## src/rtl/rx_ring_completer.sv

```systemverilog
module rx_ring_completer #(
  parameter int AW        = 16,
  parameter int RING_BASE = 0
) (
  input  logic          clk,
  input  logic          rst_n,
  input  logic          rx_on,
  input  logic          rx_off,
  input  logic          fe_valid,
  input  logic [11:0]   fe_len,
  input  logic          fe_more,
  input  logic [10:0]   fe_flags,
  output logic          rx_ready,
  output logic [AW-1:0] mem_addr,
  output logic          mem_re,
  output logic          mem_we,
  output logic [31:0]   mem_wdata,
  input  logic [31:0]   mem_rdata
);
  localparam logic [AW-1:0] LINK_OFS = AW'(0);
  localparam logic [AW-1:0] STAT_OFS = AW'(1);
  localparam logic [10:0]   ERR_MASK = 11'b110_0111_1100;

  typedef enum logic [2:0] {S_OFF, S_CHK, S_CHKW, S_RDY, S_LNK, S_LNKW, S_WR} st_t;
  st_t st;

  logic [AW-1:0] cur, nxt;
  logic          keep_intr, stop_pend;
  logic [11:0]   l_len;
  logic          l_more;
  logic [10:0]   l_flags;
  logic          good;

  assign good      = !l_more && ((l_flags & ERR_MASK) == 11'd0);
  assign rx_ready  = (st == S_RDY);
  assign mem_re    = (st == S_CHK) || (st == S_LNK);
  assign mem_we    = (st == S_WR);
  assign mem_addr  = cur + ((st == S_LNK) ? LINK_OFS : STAT_OFS);
  assign mem_wdata = {1'b1, l_more, keep_intr, 1'b0, good, l_flags, 4'b0, l_len};

  always_ff @(posedge clk) begin
    if (!rst_n) begin
      st        <= S_OFF;
      cur       <= AW'(RING_BASE);
      nxt       <= '0;
      keep_intr <= 1'b0;
      stop_pend <= 1'b0;
      l_len     <= '0;
      l_more    <= 1'b0;
      l_flags   <= '0;
    end else begin
      case (st)
        S_OFF:  if (rx_on && !rx_off) st <= S_CHK;
        S_CHK:  st <= rx_off ? S_OFF : S_CHKW;
        S_CHKW: begin
          keep_intr <= mem_rdata[29];
          if (rx_off || mem_rdata[31]) st <= S_OFF;
          else                         st <= S_RDY;
        end
        S_RDY: begin
          if (rx_off) st <= S_OFF;
          else if (fe_valid) begin
            l_len   <= fe_len;
            l_more  <= fe_more;
            l_flags <= fe_flags;
            st      <= S_LNK;
          end
        end
        S_LNK: begin
          if (rx_off) stop_pend <= 1'b1;
          st <= S_LNKW;
        end
        S_LNKW: begin
          if (rx_off) stop_pend <= 1'b1;
          nxt <= mem_rdata[AW-1:0];
          st  <= S_WR;
        end
        S_WR: begin
          cur       <= nxt;
          stop_pend <= 1'b0;
          st        <= (stop_pend || rx_off) ? S_OFF : S_CHK;
        end
        default: st <= S_OFF;
      endcase
    end
  end

  a_r5_status_after_link: assert property (@(posedge clk) disable iff (!rst_n)
    mem_we |-> ($past(mem_re, 2) && mem_addr == $past(mem_addr, 2) + STAT_OFS));
  a_r5_single_write: assert property (@(posedge clk) disable iff (!rst_n)
    mem_we |=> !mem_we);
  a_r3_own_set: assert property (@(posedge clk) disable iff (!rst_n)
    mem_we |-> (mem_wdata[31] && !mem_wdata[28] && mem_wdata[15:12] == 4'd0));
  a_r4_good_rule: assert property (@(posedge clk) disable iff (!rst_n)
    mem_we |-> (mem_wdata[27] == (!mem_wdata[30] && mem_wdata[26:25] == 2'd0
                                  && mem_wdata[22:18] == 5'd0)));
  a_r1_no_rw_clash: assert property (@(posedge clk) disable iff (!rst_n)
    !(mem_we && mem_re));
  a_r7_ready_after_fetch: assert property (@(posedge clk) disable iff (!rst_n)
    $rose(rx_ready) |-> $past(mem_re, 2) && !$past(mem_rdata[31]));
endmodule

```

## config.mk

```make
export PLATFORM = sky130hd
export DESIGN_NAME = rx_ring_completer
export DESIGN_NICKNAME = d
export VERILOG_FILES = /design/src/rtl/rx_ring_completer.sv
export SDC_FILE = /design/constraint.sdc
export NUM_CORES = 1
export LEC_CHECK = 0
export BUFFER_PORTS_ARGS = -buffer_cell sky130_fd_sc_hd__buf_2
export CAP_MARGIN = 20
export CORE_MARGIN = 3
export CORE_UTILIZATION = 48
export CTS_BUF_LIST = sky130_fd_sc_hd__clkbuf_8 sky130_fd_sc_hd__clkbuf_16
export CTS_CLUSTER_SIZE = 28
export DETAILED_ROUTE_END_ITERATION = 8
export PLACE_DENSITY = 0.79
export SLEW_MARGIN = 10
export SYNTH_ARGS = -nofsm -noshare
export SYNTH_HDL_FRONTEND = slang
export SYNTH_SLANG_ARGS = --single-unit
export TNS_END_PERCENT = 5
```

## constraint.sdc

```tcl
create_clock -name clk -period 2.3 [get_ports clk]
set_input_delay 0.115 -clock clk [delete_from_list [all_inputs] [get_ports clk]]
set_output_delay 0.115 -clock clk [all_outputs]
set_load 0.05 [all_outputs]
```

# Yosys cells after proc, flatten, opt, wreduce, memory -nomap -nowiden
# Index checks and enable logic that the tools add are counted.
# totals
latchBits	0
regBits	61
n_memories	0
input_bits	61
ram_bits	0
output_inout_bits	51
elab_cells	43
mem_bits_ro	0
# classes
addsub	1
eq_ne	9
bitwise_logic	1
n_mux	10
order_cmp	0
n_reduce_logical	14
n_div	0
mul	0
n_shift	0
# ops
cell	count
$pmux W3 S7	1
$add A16 B1 Y16	1
$logic_not A11 Y1	1
$eq A3 B3 Y1 const B	3
$mux W3	3
$eq A3 B2 Y1 const B	2
$mux W2	2
$reduce_and A2 Y1	2
$eq A3 B1 Y1 const B	1
$logic_not A3 Y1	1
$logic_or A1 B1 Y1	3
$mux W1	3
$ne A3 B3 Y1 const B	1
$reduce_and A3 Y1	1
$logic_and A1 B1 Y1	2
$logic_not A1 Y1	2
$ne A2 B1 Y1 const B	1
$ne A2 B2 Y1 const B	1
$pmux W1 S2	1
$reduce_bool A2 Y1	1
$reduce_or A2 Y1	1
$not A1 Y1	1

# Longest topological paths before layout
# depth
word_depth	4
mapped_depth	9
depth_no_buf	8

# Least setup slack after synthesis
# Ideal clock, no wire load.
# synth_path
path_type	reg2out
from	register st[1]
to	output port mem_addr[12]
slack_ns	-0.131
arrival_time_ns	2.316
t_required_ns	2.185
path_stages_with_launch	9
cell_sequence	dfxtp_1 nand2b_1 nand2b_1 ha_1 ha_1 nand2_1 nor2_1 nand4_1 xnor2_1
# synth_between
elab_chain_cells	3
# synth_lines
element	line	source
from (decl)	25	st_t st;
from (signal assigned)	54	S_CHK: st <= rx_off ? S_OFF : S_CHKW;
from (signal assigned)	81	st <= (stop_pend || rx_off) ? S_OFF : S_CHK;
$eq A3 B3 Y1	38	assign mem_addr = cur + ((st == S_LNK) ? LINK_OFS : STAT_OFS);
$mux W1	38	
$add A16 B1 Y16	38	
to (decl)	14	output logic [AW-1:0] mem_addr,
# No other way between the ends.

# Worst setup path after layout
# Ends and elaborated chain as after synthesis.

==> metrics <==
status completed; sequential area share after synthesis 43.05%; Pins Over Slew Limit 0; worst clock skew 0.003436 ns; DR WL/cell 12.00 um; DRT antenna net count 0; initial antenna violation count 0; vias in the first global route 2,259; Vias/cell 4.921; Synth cell types 42; clock group share of total power 41.4%; die span in y 82.87 um; min-delay worst type in2reg; area share of the leading cell type in the synthesized netlist 43.05%; ys flop type dfxtp_1; CP required 2.18 ns; Worst-path clk slew 0.06 ns; area delta synth->final 23.42%; dpl cells 486; ANT cells 0; gr usage total 17.46%; total number of vias 2,480; area of the core 5608 um^2; PD cells 573.4 nW/um^2; Cell Count, Final, Fillers Out 504; first-pass GRT wire length 10.07 mm; Final Critical Period 2.148 ns; hold_buf cts 0; #FFs+latches synth 61; worst hold stages 3; crit path max fanout 5; CTS Buf Count 9; Reg2Reg Depth 5; Port-buffer cells 91; Post-Route WL 6.049 mm; IR drop worst, VDD 0.0003698 V; Iter 0 DRT Violations 120; DRC viols 0; Mean Syn Cell Area 8.318 um^2; CTS tree yes; Slew @ Worst Pin 0.6361 ns; dpl cell area 3261 um^2; Async SR Flop Fraction 0%; CP Launch Point st[1]; DIE AREA 6867 um^2; ranking of synthesized cells by area dfxtp_1 (43%), nand2_1 (16%), a21boi_1 (7.9%); Finished Cell Area 3501 um^2; fmax 0.4656 GHz; max cap viols 0; Placer Congestion 0.7845; root buffer cell clkbuf_8; mapped cell area 2836 um^2; synthesized netlist cell count 341; Synth area leader dfxtp_1; nets@finish 491; Power Internal 1.551 mW; share of layout cells above drive strength 1 29.86%; Static Leak 1.458 nW; Crit Path Category reg2out; largest net degree at the start of global routing 44; Post-synth EDFFs 0; total gr overflow 0; Setup crit end kind output pin; list of most frequent post-synthesis cells nand2_1 (119), dfxtp_1 (61), a21boi_1 (30); Starting Density 50.58%; most numerous cell in the Yosys netlist nand2_1; detailed placement HPWL 4.235 mm; unrepaired setup endpoints after global routing false; Psw 0.4566 mW; hold_sp fe_flags[2]; R2R Path Start st[2]; CP arrival 2.03 ns; CTS HTree Levels 3; row cnt 27; Logic pwr share 5.8%; register share of total power 52.8%; Top Ports 112; setup violators final 0; Pre-antenna DRT Iters 4; Rel. slew slack 57.59%; Die W 82.87 um; clk sinks 61; clock buffer depth 2; switch share 22.74%; Fin. Hold Viols 0; worst skew pair latency 0.33 ns; synth warn 0; nature of the critical path startpoint register; final worst-path cycle share 93.38%
[placed cells by master, fill, tap and decap left out, types with 3 or more instances in the layout]
cell type,n
nand2_1,119
nor2_1,6
clkbuf_8,11
inv_1,5
a21boi_0,26
nand3_1,8
o21ai_0,3
conb_1,6
buf_4,9
clkinv_2,3
a21boi_1,30
xor2_1,3
buf_2,89
dfxtp_1,60
nand4_1,3
xnor2_1,11
[kinds of logic (layout without fill, tap and decap cells)]
group,after synthesis,after routing,share of synthesized area (%)
compound gates,70,70,18.53
xor+xnor,15,15,4.632
fa+ha+maj,3,3,1.323
buf+inv,33,120,7.322
flops,61,61,43.05
mux,2,2,0.7058
other cells,2,6,0.2648
simple gates,155,155,24.17
[flip-flops by register name, indices dropped and copies added, names as in the netlist]
register   cells
st             3
stop_pend      1
l_flags       11
cur           16
l_len         12
keep_intr      1
l_more         1
nxt           16
[per-layer routing]
layer	track usage [%]	share of wire, %
met1	22.27	46
met2	27.77	47
met3	4.266	5.8
met4	8.024	1.9
met5	0	0
[path summary, 6_finish.rpt]
path | endpoint | slack, ns
worst max-delay path | mem_addr[12] | 0.15
worst min-delay path | l_flags[2] | 0.02
worst max register to register | cur[4] | 0.70
worst min register to register | l_len[1] | 0.45
[worst max-delay path: stages (launching register included)]
cell and delay, ns:
dfxtp_2 0.33, nand2b_4 0.13, nand2b_4 0.15, ha_4 0.14, ha_2 0.18, nand2_1 0.09
nor2_4 0.15, nand4_1 0.16, xnor2_2 0.20, buf_6 0.18
[timing repair]
action / 4_1_cts / 5_1_grt
endpoints found under the setup margin: 5 / 4
pin swaps: 0 / 3
hold endpoints to repair: 0 / 0
gates cloned: 0 / 0
gates resized for setup: 7 / 4
setup buffers: 0 / 2
[power groups by stage]
stage          sequential, mW  clock, mW  combinational (mW)
2_1_floorplan            1.08          0              0.0765
3_3_place_gp             1.08          0               0.114
3_5_place_dp             1.08          0               0.114
4_1_cts                  1.06      0.855               0.115
5_1_grt                  1.06      0.909               0.124
6_report                 1.06      0.831               0.116
[through the flow]
stage | hold slack, ns | power [mW] | setup TNS (ns) | worst slack (ns) | utilization [%]
floorplan | 0.2341 | 1.161 | -0.2648 | -0.1086 | -
global placement | 0.3537 | 1.198 | 0 | 0.2150 | 58.14
detailed placement | 0.3616 | 1.199 | 0 | 0.1300 | 58.14
CTS | 0.005235 | 2.031 | 0 | 0.05251 | 61.87
global route | 0.01265 | 2.093 | 0 | 0.01264 | 62.43
finish | 0.01733 | 2.007 | 0 | 0.1523 | 62.43
[layout make-up]
type	instances	area [um^2]
well taps	72	90.09
clock buffers	11	151.4
fillers	510	2107
repair buffers	99	524.3
clock inverters	5	26.28
multi-input cells	251	1468
flip-flops and latches	61	1222
inverters	5	18.77
Note: power is estimated with default switching activity, not from simulation.
